**src/rtl/fcr_pkg.sv**
```systemverilog
package fcr_pkg;
    localparam int          XLEN     = 32;
    localparam int          OP_W     = 4;
    localparam int          RM_W     = 2;
    localparam int          COND_BIT = 23;
    localparam logic [31:0] CSR_MASK = 32'h0183_FFFF;

    typedef enum logic [OP_W-1:0] {
        OP_IDLE      = 4'd0,
        OP_CTL_READ  = 4'd1,
        OP_CTL_WRITE = 4'd2,
        OP_COMPARE   = 4'd3,
        OP_BR_TRUE   = 4'd4,
        OP_BR_FALSE  = 4'd5,
        OP_ARITH     = 4'd6,
        OP_CVT_NEAR  = 4'd7,
        OP_CVT_TRUNC = 4'd8,
        OP_CVT_CEIL  = 4'd9,
        OP_CVT_FLOOR = 4'd10
    } fcr_op_e;

    typedef enum logic [RM_W-1:0] {
        RND_NEAREST   = 2'd0,
        RND_ZERO      = 2'd1,
        RND_PLUS_INF  = 2'd2,
        RND_MINUS_INF = 2'd3
    } rnd_e;
endpackage

```
**src/rtl/fcr_gate.sv**
```systemverilog
module fcr_gate
    import fcr_pkg::*;
(
    input  logic [OP_W-1:0] op_raw,
    input  logic            cu1_enable,
    output fcr_op_e         op_acc,
    output logic            trap
);
    fcr_op_e decoded;

    always_comb begin
        unique case (op_raw)
            OP_CTL_READ:  decoded = OP_CTL_READ;
            OP_CTL_WRITE: decoded = OP_CTL_WRITE;
            OP_COMPARE:   decoded = OP_COMPARE;
            OP_BR_TRUE:   decoded = OP_BR_TRUE;
            OP_BR_FALSE:  decoded = OP_BR_FALSE;
            OP_ARITH:     decoded = OP_ARITH;
            OP_CVT_NEAR:  decoded = OP_CVT_NEAR;
            OP_CVT_TRUNC: decoded = OP_CVT_TRUNC;
            OP_CVT_CEIL:  decoded = OP_CVT_CEIL;
            OP_CVT_FLOOR: decoded = OP_CVT_FLOOR;
            default:      decoded = OP_IDLE;
        endcase
    end

    always_comb begin
        trap   = (decoded != OP_IDLE) && !cu1_enable;
        op_acc = trap ? OP_IDLE : decoded;
    end
endmodule

```
**src/rtl/fcr_round_sel.sv**
```systemverilog
module fcr_round_sel
    import fcr_pkg::*;
(
    input  logic            clk,
    input  logic            rst_n,
    input  fcr_op_e         op_acc,
    input  logic [RM_W-1:0] prog_rm,
    output logic [RM_W-1:0] eff_rm
);
    always_comb begin
        unique case (op_acc)
            OP_CVT_NEAR:  eff_rm = RND_NEAREST;
            OP_CVT_TRUNC: eff_rm = RND_ZERO;
            OP_CVT_CEIL:  eff_rm = RND_PLUS_INF;
            OP_CVT_FLOOR: eff_rm = RND_MINUS_INF;
            default:      eff_rm = prog_rm;
        endcase
    end


    trunc_zero_chk: assert property (@(posedge clk) disable iff (!rst_n)
        (op_acc == OP_CVT_TRUNC) |-> (eff_rm == RND_ZERO));

    ceil_up_chk: assert property (@(posedge clk) disable iff (!rst_n)
        (op_acc == OP_CVT_CEIL) |-> (eff_rm == RND_PLUS_INF));

    arith_prog_chk: assert property (@(posedge clk) disable iff (!rst_n)
        (op_acc == OP_ARITH) |-> (eff_rm == prog_rm));
endmodule

```
**src/rtl/fcr_store.sv**
```systemverilog
module fcr_store
    import fcr_pkg::*;
#(
    parameter int IDX_W = 5
) (
    input  logic             clk,
    input  logic             rst_n,
    input  logic             wr_en,
    input  logic [IDX_W-1:0] wr_idx,
    input  logic [XLEN-1:0]  wr_data,
    input  logic             cmp_en,
    input  logic             cmp_val,
    output logic [XLEN-1:0]  csr_q
);
    logic csr_write;
    assign csr_write = wr_en && (wr_idx != '0);

    always_ff @(posedge clk or negedge rst_n) begin
        if (!rst_n) begin
            csr_q <= '0;
        end else if (csr_write) begin
            csr_q <= wr_data & CSR_MASK;
        end else if (cmp_en) begin
            csr_q[COND_BIT] <= cmp_val;
        end
    end


    impl_ro_chk: assert property (@(posedge clk) disable iff (!rst_n)
        (wr_en && wr_idx == '0 && !cmp_en) |=> $stable(csr_q));

    csr_store_chk: assert property (@(posedge clk) disable iff (!rst_n)
        csr_write |=> (csr_q == ($past(wr_data) & CSR_MASK)));

    cond_capture_chk: assert property (@(posedge clk) disable iff (!rst_n)
        (cmp_en && !wr_en) |=> (csr_q[COND_BIT] == $past(cmp_val)));
endmodule

```
**src/rtl/fpu_ctl_regs.sv**
```systemverilog
module fpu_ctl_regs
    import fcr_pkg::*;
#(
    parameter int          IDX_W   = 5,
    parameter logic [31:0] IMPL_ID = 32'h0000_0A31
) (
    input  logic             clk,
    input  logic             rst_n,
    input  logic [3:0]       req_op,
    input  logic [IDX_W-1:0] ctl_idx,
    input  logic [31:0]      wr_data,
    input  logic             cmp_true,
    input  logic             cu1_enable,
    output logic [31:0]      rd_data,
    output logic [1:0]       round_mode,
    output logic             branch_taken,
    output logic             cop_unusable,
    output logic [1:0]       cop_num
);
    localparam logic [1:0] THIS_COP = 2'd1;

    fcr_op_e         op_acc;
    logic            trap;
    logic [XLEN-1:0] csr_q;

    fcr_gate u_gate (
        .op_raw     (req_op),
        .cu1_enable (cu1_enable),
        .op_acc     (op_acc),
        .trap       (trap)
    );

    fcr_store #(.IDX_W(IDX_W)) u_store (
        .clk     (clk),
        .rst_n   (rst_n),
        .wr_en   (op_acc == OP_CTL_WRITE),
        .wr_idx  (ctl_idx),
        .wr_data (wr_data),
        .cmp_en  (op_acc == OP_COMPARE),
        .cmp_val (cmp_true),
        .csr_q   (csr_q)
    );

    fcr_round_sel u_round (
        .clk     (clk),
        .rst_n   (rst_n),
        .op_acc  (op_acc),
        .prog_rm (csr_q[RM_W-1:0]),
        .eff_rm  (round_mode)
    );

    always_comb begin
        rd_data      = '0;
        branch_taken = 1'b0;
        unique case (op_acc)
            OP_CTL_READ: rd_data = (ctl_idx == '0) ? IMPL_ID : (csr_q & CSR_MASK);
            OP_BR_TRUE:  branch_taken = csr_q[COND_BIT];
            OP_BR_FALSE: branch_taken = !csr_q[COND_BIT];
            default:     ;
        endcase
        cop_unusable = trap;
        cop_num      = trap ? THIS_COP : 2'd0;
    end


    trap_quiet_chk: assert property (@(posedge clk) disable iff (!rst_n)
        cop_unusable |-> (rd_data == '0 && !branch_taken && cop_num == THIS_COP));

    trap_nostate_chk: assert property (@(posedge clk) disable iff (!rst_n)
        cop_unusable |=> $stable(csr_q));

    unused_bits_chk: assert property (@(posedge clk) disable iff (!rst_n)
        (rd_data != '0) |-> (req_op == 4'(OP_CTL_READ)));
endmodule

```
**config.mk**
```make
export PLATFORM = sky130hd
export DESIGN_NAME = fpu_ctl_regs
export DESIGN_NICKNAME = d
export VERILOG_FILES = /design/src/rtl/fcr_pkg.sv /design/src/rtl/fcr_gate.sv /design/src/rtl/fcr_round_sel.sv /design/src/rtl/fcr_store.sv /design/src/rtl/fpu_ctl_regs.sv
export SDC_FILE = /design/constraint.sdc
export NUM_CORES = 1
export LEC_CHECK = 0
export BUFFER_PORTS_ARGS = -buffer_cell sky130_fd_sc_hd__buf_2
export CORE_UTILIZATION = 43
export CTS_BUF_LIST = sky130_fd_sc_hd__clkbuf_8
export CTS_CLUSTER_DIAMETER = 80
export DETAILED_ROUTE_END_ITERATION = 8
export PLACE_DENSITY_LB_ADDON = 0.05
export REMOVE_ABC_BUFFERS = 1
export SYNTH_ARGS = -nofsm -noshare
export SYNTH_HDL_FRONTEND = slang
export SYNTH_SLANG_ARGS = --single-unit
export TNS_END_PERCENT = 1
```
**constraint.sdc**
```tcl
create_clock -name clk -period 1.5 [get_ports clk]
set_input_delay 0.075 -clock clk [delete_from_list [all_inputs] [get_ports clk]]
set_output_delay 0.075 -clock clk [all_outputs]
set_load 0.005 [all_outputs]
```
Yosys cells after proc, flatten, opt, wreduce, memory -nomap -nowiden --
Memory sizes are Yosys's and may differ from the RTL's. Cells that the tools add are included.
Cells by class: eq/ne operators 9, magnitude comparators 0, divide/modulo/power cells 0, bitwise operators 0, multiply operators 0, shifts and indexed selects 0, muxes and demuxes 8, reduce and logical (&&, ||, !) cells 8, add/subtract/negate cells 0
Operators with widths (number):
- $mux W32 | 1
- $mux W25 | 1
- $eq A4 B3 Y1 const B | 3
- $eq A4 B4 Y1 const B | 3
- $eq A4 B2 Y1 const B | 2
- $pmux W2 S4 | 1
- $logic_not A5 Y1 | 1
- $reduce_bool A5 Y1 | 1
- $eq A4 B1 Y1 const B | 1
- $mux W4 | 1
- $reduce_bool A4 Y1 | 1
- $mux W1 | 3
- $logic_and A1 B1 Y1 | 2
- $logic_not A1 Y1 | 2
- $pmux W1 S2 | 1
- $reduce_bool A2 Y1 | 1
Storage, ports and cells: bits in read-only memories 64, bits in writable memories 0, word-level logic and storage cells 28, register bits after elaboration 20, bits in latches 0, memories kept 1
Memories:
- (name not given) | words 16, width 4, rd ports 1, clocked after Yosys merged registers in 0, write ports 0, line fcr_gate.sv:12 | unique case (op_raw)

Logic depth before layout (Yosys ltp) --
An unclocked memory read counts as a cell.
word-level depth 7, depth in mapped cells 5, mapped depth without buffers 3

By module --
A second synthesis with hierarchy kept.
Second synthesis, totals: cell total of the unflattened synthesis 124, area total of the unflattened synthesis 1372.6 sq um
By module, submodules not included:
- fcr_store | area an instance 873.3 sq um, times used 1, cells an instance 58
- fpu_ctl_regs | area an instance 372.9 sq um, times used 1, cells an instance 44
- fcr_round_sel | area an instance 65.1 sq um, times used 1, cells an instance 12
- fcr_gate | area an instance 61.3 sq um, times used 1, cells an instance 10

Worst setup path before layout --
OpenSTA, ideal clock, no wires.
path kind in2reg, from input req_op[2], to register u_store.csr_q[10], path slack 0.039 ns, setup time 0.125 ns, required time 1.375 ns, cell stages on the path 5, arrival 1.337 ns, path through buf_6 > nand4bb_4 > a211oi_4 > buf_6 > mux2_2
Between the ends: cells in the longest elaborated chain, start to end 6
Ends and longest elaborated chain:
- start, declared | line fpu_ctl_regs.sv:9 | input logic [3:0] req_op,
- $mem_v2 Z16 W4 (*)
- $reduce_bool A4 Y1 | line fcr_gate.sv:28 | trap = (decoded != OP_IDLE) && !cu1_enable;
- $logic_and A1 B1 Y1 | line fcr_gate.sv:28
- $mux W4 (*) | line fcr_gate.sv:29 | op_acc = trap ? OP_IDLE : decoded;
- $eq A4 B2 Y1 (*) | line fpu_ctl_regs.sv:36 | .wr_en (op_acc == OP_CTL_WRITE),
- $logic_and A1 B1 Y1 (*) | line fcr_store.sv:16 | assign csr_write = wr_en && (wr_idx != '0);
- end signal, assigned | line fcr_store.sv:22 | csr_q <= wr_data & CSR_MASK;
- end signal, assigned by index | line fcr_store.sv:24 | csr_q[COND_BIT] <= cmp_val;
- end, declared | line fcr_store.sv:13 | output logic [XLEN-1:0] csr_q
Every way passes the cells marked *; elsewhere a longest branch is shown, timed or not. A chain may end at the register's enable or synchronous reset.

Worst setup path after layout --
from input ctl_idx[0], to output rd_data[4]
Between the ends: cells in the longest elaborated chain, start to end 3
Ends and longest elaborated chain:
- start, declared | line fpu_ctl_regs.sv:10 | input logic [IDX_W-1:0] ctl_idx,
- $logic_not A5 Y1 | line fpu_ctl_regs.sv:56 | OP_CTL_READ: rd_data = (ctl_idx == '0) ? IMPL_ID : (csr_q & CSR_MASK);
- $mux W25 | line fpu_ctl_regs.sv:56
- $mux W32 | line fpu_ctl_regs.sv:55 | unique case (op_acc)
- end, declared | line fpu_ctl_regs.sv:14 | output logic [31:0] rd_data,
Every way passes these cells.

==> metrics <==
status finished, final reports clean; DP HPWL 1.91 mm; Post-synth EDFFs 0; ranking of synthesized cells by area dfrtp_1, mux2_2, nor3b_1, buf_4, o21a_1; hold path start wr_data[14]; Seq/Total Area, Yosys around two fifths; final slew viol count 0; mux share of post-synthesis cell area 17.8%; Post-DRT Antenna Nets 0; Root Buffer clkbuf_8; Post-synth ARST share between 90% and 100%; Largest Register u_store.csr_q; Pwr Total about 1.6 mW; hold endpoint u_store.csr_q[14]; most frequent cell after synthesis dfrtp_1; CP Launch Type input port; Setup Viol. Count Final 0; #FFs+latches synth 20; # diodes 0; global-route wire length before repair slightly above 4 mm; Post-synth top cells dfrtp_1, mux2_2, nor3b_1, buf_4, o21a_1; mapped cell area between 1000 and 1500 um2; Rows 19; Max Fclk 751 MHz; pin count of the biggest net entering global routing 21; Layout Skew 0 ns; max reg flops 20; I/O Pins a little over 80; MaxCap Viol Count 0; Yosys warning count 0; Mapped Cells about 110; top cell type's share of synthesized area between 30% and 40%; worst r2r dst u_store.csr_q[0]; pwr dens 977 nW/um2; CTS buffer count 3; prevailing post-synth register cell dfrtp_1; CP endpoint kind output pin; GRT Total Usage 16.3%; total wire length around 2.5 mm; post-synthesis adder-cell area fraction 0%; Worst-path clk slew roughly 0.070 ns; CTS tree done; largest family of logic cells by synthesized area simple AND/OR/NAND/NOR gates; reg2reg setup slack around 0.7 ns; WL per Instance between 10 and 15 um; Largest regs u_store.csr_q x20; RR Startpoint u_store.csr_q[0]; Post-CTS Setup Inserts 0; XOR/XNOR Fraction of Synth Area less than 1%; antenna violations before repair 0; vias per cell 5.01; Yosys cell types 33; die width 56.1 um; Die Y approximately 56 um; static leakage power between 0.7 and 0.8 nW; Worst EP arrival about 1.3 ns; clock sinks 20; die area approximately 3200 um2; area leader, netlist dfrtp_1; crit-path max FO 10; Req. time, crit path between 1 and 1.5 ns; worst-case clock buffer depth 2; Final Critical Period 1.33 ns; Crit Path Class in2out; final hold viol count 0; Final Util just under 60%; DRT iter0 DRCs 7; Clock Latency Late Sink about 0.25 ns; post-synthesis simple-gate area fraction 21.2%; Compound-Gate Fraction of Synth Area 8.74%; DRT Pass-1 Iters 4; final period utilization between 80% and 90%; Initial Util 45.7%; syn avg cell area 11.2 um2; Hold WC Path Type in2reg; via count approximately 1,000; GPL Wtd Cong ~0.86; maximum vdd drop 0.787 mV; ratio of cells with drive above 1 in the final layout a little over half; fillcell total between 200 and 300; GRT overflow 0; R2R depth 1; final net count between 200 and 250; vias in the first global route 960; Port Buffers 57; H-tree levels 1; hold depth 2; core box area between 2000 and 3000 um2; unrepaired setup endpoints after global routing false; Fin Setup TNS 0 ns; area occupied by multi-input gates 658 um2; area grow syn2layout 29.0%; DRC 0; FF/Latch Area ~500 um2
## worst max-delay path: stages
cell and delay [ns]:
buf_2 0.10, nor4_2 0.45, and2_1 0.22, buf_4 0.18, o21a_1 0.12, buf_2 0.10
## metrics by stage
step                setup WS, ns  std cells  cell area [um2]  hold WS [ns]
floorplan                 0.0571        104             1160        -0.221
global placement           0.159        198             1540        0.0446
detailed placement         0.149        198             1540        0.0471
CTS                        0.147        203             1630        0.0429
global route              0.0949        203             1630        0.0468
finish                     0.169        203             1630        0.0485
## metal layers
layer / vias up / routed length, um / track usage (%)
met2: 42 / 1230 / 28.6
met4: 0 / 16 / 4.18
li1: 492 / - / -
met5: - / 0 / 0
met3: 2 / 136 / 2.33
met1: 481 / 1100 / 21.1
## how the worst max path moves through the flow
stage               start               end  slack (ns)  cells past startpoint
2_1_floorplan   req_op[3]  u_store.csr_q[0]        0.06                      3
3_3_place_gp    req_op[3]  u_store.csr_q[4]        0.16                      5
3_5_place_dp   ctl_idx[0]  u_store.csr_q[0]        0.15                      5
4_1_cts        ctl_idx[0]        rd_data[4]        0.15                      6
5_1_grt        ctl_idx[0]       rd_data[11]        0.09                      6
6_report       ctl_idx[0]        rd_data[4]        0.17                      6
## placed cells by master, fill, tap and decap left out, types with 2 or more instances in the layout
master	Yosys	layout
buf_2	0	57
dfrtp_1	20	20
mux2_2	19	19
nor3b_1	15	15
conb_1	1	13
o21a_1	5	5
buf_4	14	5
clkbuf_8	0	3
nand2_1	2	2
nand2b_1	2	2
nor4_1	2	2
nand3b_1	2	2
nor3_1	2	2
nor2_1	2	2
and2_1	2	2
## timing repair
item	CTS	global route
endpoints found under the setup margin	0	0
endpoints found under the hold margin	20	0
gates resized for setup	0	0
hold buffers	1	0
## layout make-up
type                       instances  area share (%)
clock inverter                     1            1.85
tap                               31            2.39
sequential                        20            30.8
multi-input combinational         83            40.5
clock buffer                       3            2.54
inverter                           1           0.231
timing repair buffer              64            21.7
## cell families after synthesis
| family | after synthesis |
|---|---|
| mux | 20 |
| simple gates | 36 |
| flops | 20 |
| buf+inv | 21 |
| other cells | 1 |
| compound gates | 13 |
| xor+xnor | 1 |
## report_power, final
group	internal (mW)	switching, mW
logic	0.213	0.121
registers	0.668	0.0674
clock network	0.356	0.164
Power figures use the tool's default switching activity.
